<file path="config.mk">
export PLATFORM = sky130hd
export DESIGN_NAME = rename_regfile
export DESIGN_NICKNAME = d
export VERILOG_FILES = /design/src/rtl/rrf_pkg.sv /design/src/rtl/rrf_ctrl.sv /design/src/rtl/rrf_datapath.sv /design/src/rtl/rename_regfile.sv
export SDC_FILE = /design/constraint.sdc
export NUM_CORES = 1
export LEC_CHECK = 0
export BUFFER_PORTS_ARGS = -buffer_cell sky130_fd_sc_hd__buf_2
export CAP_MARGIN = 20
export CORE_MARGIN = 10
export CORE_UTILIZATION = 55
export DETAILED_ROUTE_END_ITERATION = 6
export GPL_TIMING_DRIVEN = 0
export PLACE_DENSITY_LB_ADDON = 0.2
export SLEW_MARGIN = 20
export SYNTH_ARGS = -nofsm -noshare
export SYNTH_HDL_FRONTEND = slang
export SYNTH_SLANG_ARGS = --single-unit
export TNS_END_PERCENT = 10
</file>
<file path="constraint.sdc">
create_clock -name clk -period 3.4 [get_ports clk]
set_clock_uncertainty 0.1 [all_clocks]
set_input_delay 0.17 -clock clk [delete_from_list [all_inputs] [get_ports clk]]
set_output_delay 0.17 -clock clk [all_outputs]
set_load 0.1 [all_outputs]
</file>
<file path="src/rtl/rrf_pkg.sv">
package rrf_pkg;
  // strobes from control to datapath
  typedef struct packed {
    logic rename;  // rename accepted this cycle
    logic claim;   // destination claimed under allocTag
  } rrf_strobe_t;
endpackage

</file>
<file path="src/rtl/rrf_ctrl.sv">
module rrf_ctrl
  import rrf_pkg::*;
#(
  parameter int NUM_TAGS = 4,
  localparam int TAG_W = $clog2(NUM_TAGS)
) (
  input  logic              clk,
  input  logic              rst_n,
  input  logic              renValid,
  input  logic              rsFree,
  input  logic              renDstEn,
  input  logic              bcValid,
  input  logic [TAG_W-1:0]  bcTag,
  output rrf_strobe_t       strobe,
  output logic [TAG_W-1:0]  allocTag,
  output logic              renAccept,
  output logic [NUM_TAGS-1:0] freeMask
);
  logic anyFree;
  logic [NUM_TAGS-1:0] claimVec, retVec;

  always_comb begin
    allocTag = '0;
    for (int t = NUM_TAGS - 1; t >= 0; t--)
      if (freeMask[t]) allocTag = TAG_W'(t);
    anyFree = |freeMask;
    renAccept = renValid && rsFree && (!renDstEn || anyFree);
    strobe.rename = renAccept;
    strobe.claim = renAccept && renDstEn;
    claimVec = strobe.claim ? (NUM_TAGS'(1) << allocTag) : '0;
    retVec = bcValid ? (NUM_TAGS'(1) << bcTag) : '0;
  end

  always_ff @(posedge clk) begin
    if (!rst_n) freeMask <= '1;
    else freeMask <= (freeMask & ~claimVec) | retVec;
  end


  rs_stall_chk: assert property (@(posedge clk) disable iff (!rst_n)
    (renValid && !rsFree) |-> !renAccept);

  pool_empty_chk: assert property (@(posedge clk) disable iff (!rst_n)
    (renValid && renDstEn && freeMask == '0) |-> !renAccept);

  claim_leaves_pool_chk: assert property (@(posedge clk) disable iff (!rst_n)
    strobe.claim |=> !freeMask[$past(allocTag)]);

  tag_return_chk: assert property (@(posedge clk) disable iff (!rst_n)
    bcValid |=> freeMask[$past(bcTag)]);
endmodule

</file>
<file path="src/rtl/rrf_datapath.sv">
module rrf_datapath
  import rrf_pkg::*;
#(
  parameter int NUM_REGS = 8,
  parameter int DATA_W = 16,
  parameter int TAG_W = 2,
  localparam int REG_W = $clog2(NUM_REGS)
) (
  input  logic              clk,
  input  logic              rst_n,
  input  rrf_strobe_t       strobe,
  input  logic [TAG_W-1:0]  allocTag,
  input  logic [REG_W-1:0]  renDst,
  input  logic [REG_W-1:0]  renSrcA,
  input  logic [REG_W-1:0]  renSrcB,
  input  logic              bcValid,
  input  logic [TAG_W-1:0]  bcTag,
  input  logic [DATA_W-1:0] bcValue,
  output logic              srcAReady,
  output logic [DATA_W-1:0] srcAData,
  output logic              srcBReady,
  output logic [DATA_W-1:0] srcBData,
  output logic [NUM_REGS-1:0] validQ,
  output logic [TAG_W-1:0]  tagQ [NUM_REGS]
);
  logic [DATA_W-1:0] valQ [NUM_REGS];
  logic [REG_W-1:0] srcSel [2];
  logic rdy [2];
  logic [DATA_W-1:0] dat [2];

  assign srcSel[0] = renSrcA;
  assign srcSel[1] = renSrcB;

  for (genvar p = 0; p < 2; p++) begin : g_port
    logic hit;
    always_comb begin
      hit = bcValid && (tagQ[srcSel[p]] == bcTag);
      rdy[p] = validQ[srcSel[p]] || hit;
      if (validQ[srcSel[p]]) dat[p] = valQ[srcSel[p]];
      else if (hit) dat[p] = bcValue;
      else dat[p] = DATA_W'(tagQ[srcSel[p]]);
    end
  end

  assign srcAReady = rdy[0];
  assign srcAData = dat[0];
  assign srcBReady = rdy[1];
  assign srcBData = dat[1];

  always_ff @(posedge clk) begin
    if (!rst_n) begin
      for (int i = 0; i < NUM_REGS; i++) begin
        valQ[i] <= '0;
        tagQ[i] <= '0;
      end
      validQ <= '1;
    end else begin
      for (int i = 0; i < NUM_REGS; i++) begin
        if (strobe.claim && renDst == REG_W'(i)) begin
          validQ[i] <= 1'b0;
          tagQ[i] <= allocTag;
        end else if (bcValid && !validQ[i] && tagQ[i] == bcTag) begin
          validQ[i] <= 1'b1;
          valQ[i] <= bcValue;
        end
      end
    end
  end


  rename_pending_chk: assert property (@(posedge clk) disable iff (!rst_n)
    strobe.claim |=> !validQ[$past(renDst)] && tagQ[$past(renDst)] == $past(allocTag));

  for (genvar g = 0; g < NUM_REGS; g++) begin : g_reg

    wake_by_tag_chk: assert property (@(posedge clk) disable iff (!rst_n)
      $rose(validQ[g]) |-> $past(bcValid) && $past(bcTag) == tagQ[g] && valQ[g] == $past(bcValue));

    valid_hold_chk: assert property (@(posedge clk) disable iff (!rst_n)
      (validQ[g] && $past(validQ[g])) |-> $stable(valQ[g]));
  end
endmodule

</file>
<file path="src/rtl/rename_regfile.sv">
module rename_regfile
  import rrf_pkg::*;
#(
  parameter int NUM_REGS = 8,
  parameter int DATA_W = 16,
  parameter int NUM_TAGS = 4,
  localparam int REG_W = $clog2(NUM_REGS),
  localparam int TAG_W = $clog2(NUM_TAGS)
) (
  input  logic              clk,
  input  logic              rst_n,
  input  logic              renValid,
  input  logic              rsFree,
  input  logic              renDstEn,
  input  logic [REG_W-1:0]  renDst,
  input  logic [REG_W-1:0]  renSrcA,
  input  logic [REG_W-1:0]  renSrcB,
  output logic              renAccept,
  output logic [TAG_W-1:0]  renTag,
  output logic              srcAReady,
  output logic [DATA_W-1:0] srcAData,
  output logic              srcBReady,
  output logic [DATA_W-1:0] srcBData,
  input  logic              bcValid,
  input  logic [TAG_W-1:0]  bcTag,
  input  logic [DATA_W-1:0] bcValue
);
  rrf_strobe_t strobe;
  logic [NUM_TAGS-1:0] freeMask;
  logic [NUM_REGS-1:0] validQ;
  logic [TAG_W-1:0] tagQ [NUM_REGS];

  rrf_ctrl #(.NUM_TAGS(NUM_TAGS)) u_ctrl (
    .clk(clk), .rst_n(rst_n), .renValid(renValid), .rsFree(rsFree),
    .renDstEn(renDstEn), .bcValid(bcValid), .bcTag(bcTag),
    .strobe(strobe), .allocTag(renTag), .renAccept(renAccept),
    .freeMask(freeMask)
  );

  rrf_datapath #(.NUM_REGS(NUM_REGS), .DATA_W(DATA_W), .TAG_W(TAG_W)) u_dp (
    .clk(clk), .rst_n(rst_n), .strobe(strobe), .allocTag(renTag),
    .renDst(renDst), .renSrcA(renSrcA), .renSrcB(renSrcB),
    .bcValid(bcValid), .bcTag(bcTag), .bcValue(bcValue),
    .srcAReady(srcAReady), .srcAData(srcAData),
    .srcBReady(srcBReady), .srcBData(srcBData),
    .validQ(validQ), .tagQ(tagQ)
  );

  for (genvar g = 0; g < NUM_REGS; g++) begin : g_live

    pending_tag_live_chk: assert property (@(posedge clk) disable iff (!rst_n)
      !validQ[g] |-> !freeMask[tagQ[g]]);
  end
endmodule

</file>
## Yosys cells after proc, flatten, opt, wreduce, memory -nomap -nowiden

Memories as Yosys holds them, arrays and structs flattened.
Cells that the tools add are included.
W data, S select, Z words.

| storage, ports and cells | value |
|---|---|
| register bits | 28 |
| bits in writable memories | 128 |
| output and inout port bits | 37 |
| word-level logic and storage cells | 182 |
| memories | 1 |

Memories:

| name | depth | bits a word | rd ports | clocked after memory_dff | write ports | RTL line | source |
|---|---|---|---|---|---|---|---|
| u_dp.valQ | 8 | 16 | 2 | 0 | 8 | rrf_datapath.sv:26 | `logic [DATA_W-1:0] valQ [NUM_REGS];` |

| cells by class | value |
|---|---|
| magnitude comparators | 4 |
| eq/ne operators | 17 |
| shift operators | 2 |
| muxes and demuxes | 77 |
| bitwise logic cells | 13 |
| reduce and logical (&&, ||, !) cells | 51 |

Operator list:

| cell | number |
|---|---|
| $mux W16 | 12 |
| $mux W1 | 51 |
| $logic_and A1 B1 Y1 | 29 |
| $eq A2 B2 Y1 | 10 |
| $mux W2 | 8 |
| $reduce_bool A2 Y1 | 8 |
| $bmux W2 S3 | 2 |
| $eq A3 B3 Y1 const B | 4 |
| $logic_not A1 Y1 | 9 |
| $ge A4 B4 Y1 const B | 2 |
| $lt A3 B4 Y1 const B | 2 |
| $mux W4 | 2 |
| $not A3 Y4 | 2 |
| $or A1 B1 Y1 | 8 |
| $shl A1 B2 Y4 const A | 2 |
| $bmux W1 S3 | 2 |
| $eq A3 B2 Y1 const B | 2 |
| $and A4 B4 Y4 | 1 |
| $not A4 Y4 | 1 |
| $or A4 B4 Y4 | 1 |
| $reduce_or A4 Y1 | 1 |
| $eq A3 B1 Y1 const B | 1 |
| $logic_not A3 Y1 | 1 |
| $logic_or A1 B1 Y1 | 3 |

## Logic depth before layout (Yosys ltp)

Gate-level depths: netlist (run 1).

| depth | value |
|---|---|
| depth after elaboration | 9 |
| mapped depth | 8 |

## By module

From an unflattened synthesis (run 1), not the netlist that was laid out.

| unflattened totals | value |
|---|---|
| cells, all modules | 627 |
| area total of the unflattened synthesis | 8460.6 um^2 |

By module, submodules not included:

| module | instances | cells an instance | area an instance (um^2) |
|---|---|---|---|
| rrf_datapath | 1 | 600 | 8245.4 |
| rrf_ctrl | 1 | 27 | 215.2 |

## Worst setup path before layout (run 1)

Ideal clock, no wire load.

| timing | value |
|---|---|
| path kind | register -> output |
| start | reg u_dp.validQ[7] |
| end | out srcBData[0] |
| arrival | 3.661 ns |
| setup slack | -0.531 ns |
| cell stages (with the launch flop) | 6 |
| buffers on the path | 1 |
| cell sequence | dfxtp_1 -> mux4_2 -> mux2i_1 -> clkbuf_1 -> o211ai_1 -> nor3b_1 |

| on the way | value |
|---|---|
| cells in the longest elaborated chain, start to end | 3 |

Ends and longest elaborated chain:

| what | RTL line | source |
|---|---|---|
| from (decl) | rrf_datapath.sv:23 | `output logic [NUM_REGS-1:0] validQ,` |
| from (signal assigned) | rrf_datapath.sv:56 | `validQ <= '1;` |
| from (signal, indexed assignment) | rrf_datapath.sv:60 | `validQ[i] <= 1'b0;` |
| from (signal, indexed assignment) | rrf_datapath.sv:63 | `validQ[i] <= 1'b1;` |
| $bmux W1 S3 | rrf_datapath.sv:39 | `if (validQ[srcSel[p]]) dat[p] = valQ[srcSel[p]];` |
| $mux W1 (implied by the code) | rrf_datapath.sv:39 |  |
| $mux W16 | rrf_datapath.sv:39 |  |
| to (decl) | rename_regfile.sv:23 | `output logic [DATA_W-1:0] srcBData,` |

Every way passes these cells. The select of a mux whose other input is x is not followed.

## Worst setup path after layout (run 1)

| timing | value |
|---|---|
| start | reg u_dp.tagQ[0] (netlist name) |
| end | out srcAData[8] |

| on the way | value |
|---|---|
| cells in the longest elaborated chain, start to end | 7 |

Ends and longest elaborated chain:

| what | RTL line | source |
|---|---|---|
| from (decl) | rrf_datapath.sv:24 | `output logic [TAG_W-1:0] tagQ [NUM_REGS]` |
| from (signal, indexed assignment) | rrf_datapath.sv:61 | `tagQ[i] <= allocTag;` |
| $bmux W2 S3 | rrf_datapath.sv:37 | `hit = bcValid && (tagQ[srcSel[p]] == bcTag);` |
| $mux W2 (implied by the code) (2 in series) | rrf_datapath.sv:37 |  |
| $eq A2 B2 Y1 | rrf_datapath.sv:37 |  |
| $logic_and A1 B1 Y1 | rrf_datapath.sv:37 |  |
| $mux W16 | rrf_datapath.sv:40 | `else if (hit) dat[p] = bcValue;` |
| $mux W16 | rrf_datapath.sv:39 |  |
| to (decl) | rename_regfile.sv:21 | `output logic [DATA_W-1:0] srcAData,` |

Every way passes these cells. The select of a mux whose other input is x is not followed.

==> flow_summary.toml, run 1 <==
[clock_tree]
clock-sinks = 156
cts_tree = "built"
hold_buffers = 0
clk_path_buf_depth = 2
cts_root_buffer = "clkbuf_16"
clk_latency_ns = 0.44
numCtsBuffers = 17
htreeDepth = 4
cts_setup_buffers = 0
clk_pin_slew_ns = 0.06

[synthesis]
synth.top_cells.by_area = "edfxtp_1 (45%), mux4_2 (18%), dfxtp_1 (6.5%), mux2i_1 (5.9%), nor2_1 (4.7%)"
synth.top_cell.area_share_pct = 44.5
synth_cell_types = 49
synth_edf_count = 128
yosysTopAreaCell = "edfxtp_1"
ys.flop_type = "edfxtp_1"
synthArstFlopShare_pct = 0
synth_cells = 655
synth.avg_cell_area_um2 = 13.2
yosysSeqAreaShare_pct = 51.0
ys_ff_latch = 156
ys_warn_count = 0
syn-num-nets = 688
synth_area_um2 = 8630

[die]
pin_count = 70
rows = 45
dieArea_um2 = 21100
core_region_area_um2 = 15300
die_h_um = 145
initial_utilization_pct = 56.3
die_w_um = 145

[placed_design]
hpwl_um = 17100
place_congestion = 0.869
numPortBuffers = 66

[finish]
multi_input_area_um2 = 3970
regArea_um2 = 4400
final_cell_mix = "edfxtp_1 (128), nor2_1 (109), buf_2 (74), mux4_2 (70), mux2i_1 (51)"
drive_gt1_share_pct = 29.9
final_common_cell = "edfxtp_1"
n_fill_cell = 1161
areaGrowthSynthToFinish_pct = 15.2
nets = 778
n_antenna_cell = 0

[run_status]
status = "finished, final reports clean"

[timing]
finalSetupViolCount = 0
maxSlewHeadroom_pct = 36.7
maxSlewViolCount = 0
hold_viol_final = 0
rsz0062_at_grt = "true"
final.setup.tns_ns = 0
period_needed_ns = 3.34
fmax_mhz = 300
worstMarginPinSlew_ns = 0.942
period_share_pct = 98.2

[critical_path]
cp_data_arrival_time_ns = 3.07
worstPathMaxFanout = 10
cp_num_buf_inv = 2
cp_top_family = "compound AO/OA/AOI/OAI gates"
r2r_cells = 8
r2r_slack_ns = 0.21
cp_slowest_cell = "a211oi_4"
crit_path_cell_trace = "mux2_1 > a2bb2oi_1 > a211o_1 > a211oi_4 > buf_4 > o2bb2ai_1 > buf_2"
r2r_start = "u_ctrl.freeMask[0]$_SDFF_PN1_"
r2r_end = "u_dp.valQ[5][7]$_SDFFCE_PN0P_"
max_stage_delay_ns = 0.48
critPathLaunchType = "flip-flop"
worstPathRequired_ns = 3.13
critical_path_class = "reg2out"
crit_path_end_kind = "primary output"

[hold_path]
min_path_type = "in2reg"
hold-path-endpoint = "u_dp.validQ[0]$_SDFFE_PN1P_"
min_from = "renDst[2]"
whs_path_depth = 3

[route]
drtPass1Iterations = 5
vias = 6328
via_per_inst = 6.53
ant_nets = 0
drt_wl_total_um = 24500
drt_iter0_drc = 764
drc = 0
wl_per_cell_um = 25.3

[global_routing]
antenna_found_initial = 0
grt_pass1_vias = 6514
gr-usage-all-layers_pct = 23.3
overflow = 0
grt_max_degree = 17
grt_pass1_wl_um = 37800

[pwr]
finalPower_uw = 4940
ir_worst_vdd_mv = 0.419
power_density_nw_per_um2 = 497
p_leak_uw = 0.00374

[run]
drv_cap = 0
[cells by family (layout without fill, tap and decap cells)]
group	after synthesis	after routing	synth area share, %
AND/OR/NAND/NOR	206	206	10.5
flip-flops	156	156	51.0
multiplexers	130	130	26.1
AO/OA/AOI/OAI	73	73	6.60
buffers and inverters	71	174	3.80
XOR/XNOR	19	19	1.93
[sequential cells by signal, summed over array words and instances, names as in the netlist]
name	count
u_dp.tagQ	16
u_dp.validQ	8
u_ctrl.freeMask	4
u_dp.valQ	128
[synthesized netlist by cell type, drive strengths merged, types with 7 or more instances]
cell and n:
edfxtp 128, nor2 109, mux4 72, mux2i 54, nand2 43, buf 31, dfxtp 28, o2bb2ai 28
inv 21, clkbuf 18, nor2b 15, o21ai 14, xor2 12, nor4 8, nand3 7, xnor2 7
[worst register-to-register path, stage by stage (launching register included)]
cell and delay (ns):
dfxtp_1 0.31, clkbuf_1 0.22, or4_1 0.18, nand3_1 0.18, or4_1 0.46, clkbuf_1 0.19, nand2_1 0.40, buf_2 0.37
nand2_2 0.38
[where the power goes]
| part | leakage (uW) | switching [uW] | internal [uW] |
|---|---|---|---|
| logic | 0.00192 | 653 | 253 |
| clock network | 0.000272 | 788 | 1070 |
| registers | 0.00154 | 34.9 | 2130 |
| total | 0.00374 | 1480 | 3460 |
[per-stage QoR]
stage / hold slack, ns / utilization [%] / cell area, um^2 / std cells / setup slack [ns]
floorplan: 0.266 / - / 8650 / 655 / -0.0239
global placement: 0.414 / 60.4 / 9250 / 932 / -1.92
detailed placement: 0.427 / 60.7 / 9300 / 937 / -0.151
CTS: 0.0309 / 64.6 / 9890 / 969 / 0.00741
global route: 0.0728 / 64.9 / 9940 / 969 / -0.00351
finish: 0.0459 / 64.9 / 9940 / 969 / 0.0625
[worst max-delay path by stage]
| stage | cells after the start | to | startpoint | slack (ns) |
|---|---|---|---|---|
| floorplan | 4 | u_dp.tagQ[11]$_SDFFE_PN0P_ | u_ctrl.freeMask[0]$_SDFF_PN1_ | -0.02 |
| global placement | 4 | u_dp.valQ[7][5]$_DFFE_PP_ | u_ctrl.freeMask[2]$_SDFF_PN1_ | -1.92 |
| detailed placement | 8 | u_dp.valQ[4][0]$_SDFFCE_PN0P_ | u_ctrl.freeMask[0]$_SDFF_PN1_ | -0.15 |
| CTS | 7 | srcAData[14] | u_dp.tagQ[0]$_SDFFE_PN0N_ | 0.007 |
| global route | 8 | u_dp.valQ[2][5]$_SDFFCE_PN0P_ | u_ctrl.freeMask[0]$_SDFF_PN1_ | -0.004 |
| finish | 7 | srcAData[8] | u_dp.tagQ[0]$_SDFFE_PN0N_ | 0.06 |
[cell type report]
cell class | instances | area share (%)
well taps | 211 | 2.66
clock buffers | 17 | 4.28
plain buffers | 49 | 2.49
inverters | 22 | 0.831
repair buffers | 71 | 4.05
flip-flops and latches | 156 | 44.3
clock inverters | 15 | 1.50
multi-input cells | 428 | 39.9
[layer usage]
metal | vias up | share of wire [%] | global-route usage, %
met5 | - | 0 | 0
met4 | 0 | 2.1 | 8.34
met3 | 41 | 9.8 | 6.02
met2 | 391 | 50 | 38.0
met1 | 3193 | 38 | 29.4
li1 | 2703 | - | -
[timing repair]
item                                    4_1_cts  5_1_grt
gates resized for setup                       6       23
endpoints found under the setup margin       58       99
pin swaps                                     0        1
(Power assumes the default switching activity.)
==> run 2, diff against run 1 <==
--- a/config.mk
+++ b/config.mk
@@ -8,12 +8,13 @@
 export BUFFER_PORTS_ARGS = -buffer_cell sky130_fd_sc_hd__buf_2
 export CAP_MARGIN = 20
 export CORE_MARGIN = 10
-export CORE_UTILIZATION = 55
+export CORE_UTILIZATION = 65
 export DETAILED_ROUTE_END_ITERATION = 6
 export GPL_TIMING_DRIVEN = 0
 export PLACE_DENSITY_LB_ADDON = 0.2
 export SLEW_MARGIN = 20
 export SYNTH_ARGS = -nofsm -noshare
 export SYNTH_HDL_FRONTEND = slang
+export SYNTH_HIERARCHICAL = 1
 export SYNTH_SLANG_ARGS = --single-unit
 export TNS_END_PERCENT = 10
==> constraint.sdc (replaced) <==
create_clock -name clk -period 3.9 [get_ports clk]
set_clock_uncertainty 0.1 [all_clocks]
set_input_delay 0.195 -clock clk [delete_from_list [all_inputs] [get_ports clk]]
set_output_delay 0.195 -clock clk [all_outputs]
set_load 0.1 [all_outputs]
==> run 2 against run 1 <==
Net effect:
- sequential share of layout area rose by 1.2 points
- area after synthesis decreased by 2.0%
- register-to-register slack better by 0.03 ns
- non-clock buffer count shrank 3
- die area down 15%
- hold slack better by 0.0020 ns
==> flow_summary.toml, run 2 <==
[run_status]
status = "finished, final reports clean"

[die]
dieArea_um2 = 18000
rows = 41
pin_count = 70
die_w_um = 134
die_h_um = 134
core_region_area_um2 = 12700
initial_utilization_pct = 66.7

[synthesis]
synth_cells = 626
synth_area_um2 = 8450
syn-num-nets = 659
ys_warn_count = 6
synth.avg_cell_area_um2 = 13.5

[timing]
hold_viol_final = 0
period_share_pct = 94.2
maxSlewHeadroom_pct = 28.5
final.setup.tns_ns = 0
period_needed_ns = 3.67
rsz0062_at_grt = "false"
finalSetupViolCount = 0
worstMarginPinSlew_ns = 1.07
maxSlewViolCount = 0
fmax_mhz = 272

[clock_tree]
cts_setup_buffers = 0
clk_path_buf_depth = 2
clock-sinks = 156
cts_resized = 0
cts_tree = "built"
clk_latency_ns = 0.43
cts_root_buffer = "clkbuf_16"
clk_pin_slew_ns = 0.06
numCtsBuffers = 17
htreeDepth = 4

[finish]
areaGrowthSynthToFinish_pct = 14.6
final_cell_mix = "edfxtp_1 (128), nor2_1 (102), mux4_2 (74), buf_2 (73), mux2i_1 (46)"
final_common_cell = "edfxtp_1"
reg_top3 = "u_dp/valQ x128, u_dp/tagQ x16, u_dp/validQ x8"
utilization_pct = 76.5
drive_gt1_share_pct = 26.2
n_antenna_cell = 0
fin_area_um2 = 9690
nets = 751
largest_reg_flops = 128
regArea_um2 = 4400
multi_input_area_um2 = 3790
max_flop_register = "u_dp/valQ"
n_fill_cell = 805

[pwr]
finalPower_uw = 4240
power.switching_uw = 1230
p_sw_share_pct = 29.0
p_leak_uw = 0.00368
power_density_nw_per_um2 = 437
seqPwrFrac_pct = 44.7
comb_power_share_pct = 18.0
p_int_uw = 3010
ir_worst_vdd_mv = 0.347
clkPwrFrac_pct = 37.2

[route]
via_per_inst = 6.88
drc = 0
drt_wl_total_um = 24300
drtPass1Iterations = 5
vias = 6202
wl_per_cell_um = 26.9
drt_iter0_drc = 978
ant_nets = 0

[placed_design]
place_congestion = 0.905
placed_cell_area_um2 = 9090
hpwl_um = 16300
numPortBuffers = 67

[critical_path]
worstPathMaxFanout = 10
crit_path_end_kind = "primary output"
cp_slowest_cell = "buf_1"
critical_path_class = "in2out"
crit_path_cell_trace = "buf_2 > buf_1 > mux4_2 > mux2i_1 > clkbuf_1 > clkbuf_1 > o2bb2ai_1 > buf_2"
critPathLaunchType = "primary input"
max_stage_delay_ns = 0.67
cp_data_arrival_time_ns = 3.38
r2r_cells = 8
worstPathRequired_ns = 3.61

[global_routing]
grt_max_degree = 18
antenna_found_initial = 0
grt_pass1_vias = 6383
overflow = 0
gr-usage-all-layers_pct = 27.5
grt_pass1_wl_um = 36900

[hold_path]
min_path_type = "in2reg"
whs_path_depth = 4

[run]
drv_cap = 0
[run 2: worst paths after layout]
kind | startpoint | endpoint | slack, ns
min reg2reg | u_dp/tagQ[10]$_SDFFE_PN0P_ | u_dp/tagQ[10]$_SDFFE_PN0P_ | 0.42
max reg2reg | u_ctrl/freeMask[0]$_SDFF_PN1_ | u_dp/validQ[3]$_SDFFE_PN1P_ | 0.24
min | rsFree | u_ctrl/freeMask[0]$_SDFF_PN1_ | 0.05
max | renSrcB[2] | srcBData[7] | 0.23
[run 2: layout make-up]
type	instances	area share (%)
inverter	18	0.697
buffer	43	2.21
clock inverter	11	1.24
sequential	156	45.5
timing repair buffer	74	4.55
tap	172	2.22
multi-input combinational	408	39.1
clock buffer	20	4.51
[run 2: what timing repair did]
| action | in CTS | in global routing |
|---|---|---|
| hold buffers | 5 | 0 |
| hold endpoints to repair | 4 | 0 |
| setup endpoints to repair | 0 | 1 |
[run 2: power by group through the flow]
stage / clock (uW) / sequential (uW) / combinational [uW]
final: 1580 / 1890 / 764
after global routing: 1660 / 1900 / 795
after CTS: 1590 / 1890 / 761
after detailed placement: 0 / 1930 / 754
after global placement: 0 / 1920 / 731
after floorplan: 0 / 1910 / 581
[run 2: metrics by stage]
| stage | std cells | hold slack, ns | setup slack, ns |
|---|---|---|---|
| 2_1_floorplan | 626 | 0.167 | -0.0755 |
| 3_3_place_gp | 865 | 0.369 | -0.559 |
| 3_5_place_dp | 867 | 0.375 | 0.208 |
| 4_1_cts | 903 | 0.0279 | 0.190 |
| 5_1_grt | 902 | 0.0836 | 0.111 |
| 6_report | 902 | 0.0479 | 0.228 |
[run 2: metal layers]
layer / routed length (um) / global-route usage, % / vias up / share of wire, %
met5: 0 / 0 / - / 0
met3: 2750 / 6.09 / 82 / 11
met4: 872 / 13.1 / 0 / 3.6
li1: - / - / 2587 / -
met1: 8480 / 33.9 / 3066 / 35
met2: 12200 / 45.3 / 467 / 50
[run 2: critical path, delay by kind of cell]
kind / cells / cell delay [ns]
AO/OA/AOI/OAI: 1 / 0.21
buffers and inverters: 5 / 2.23
multiplexers: 2 / 0.74
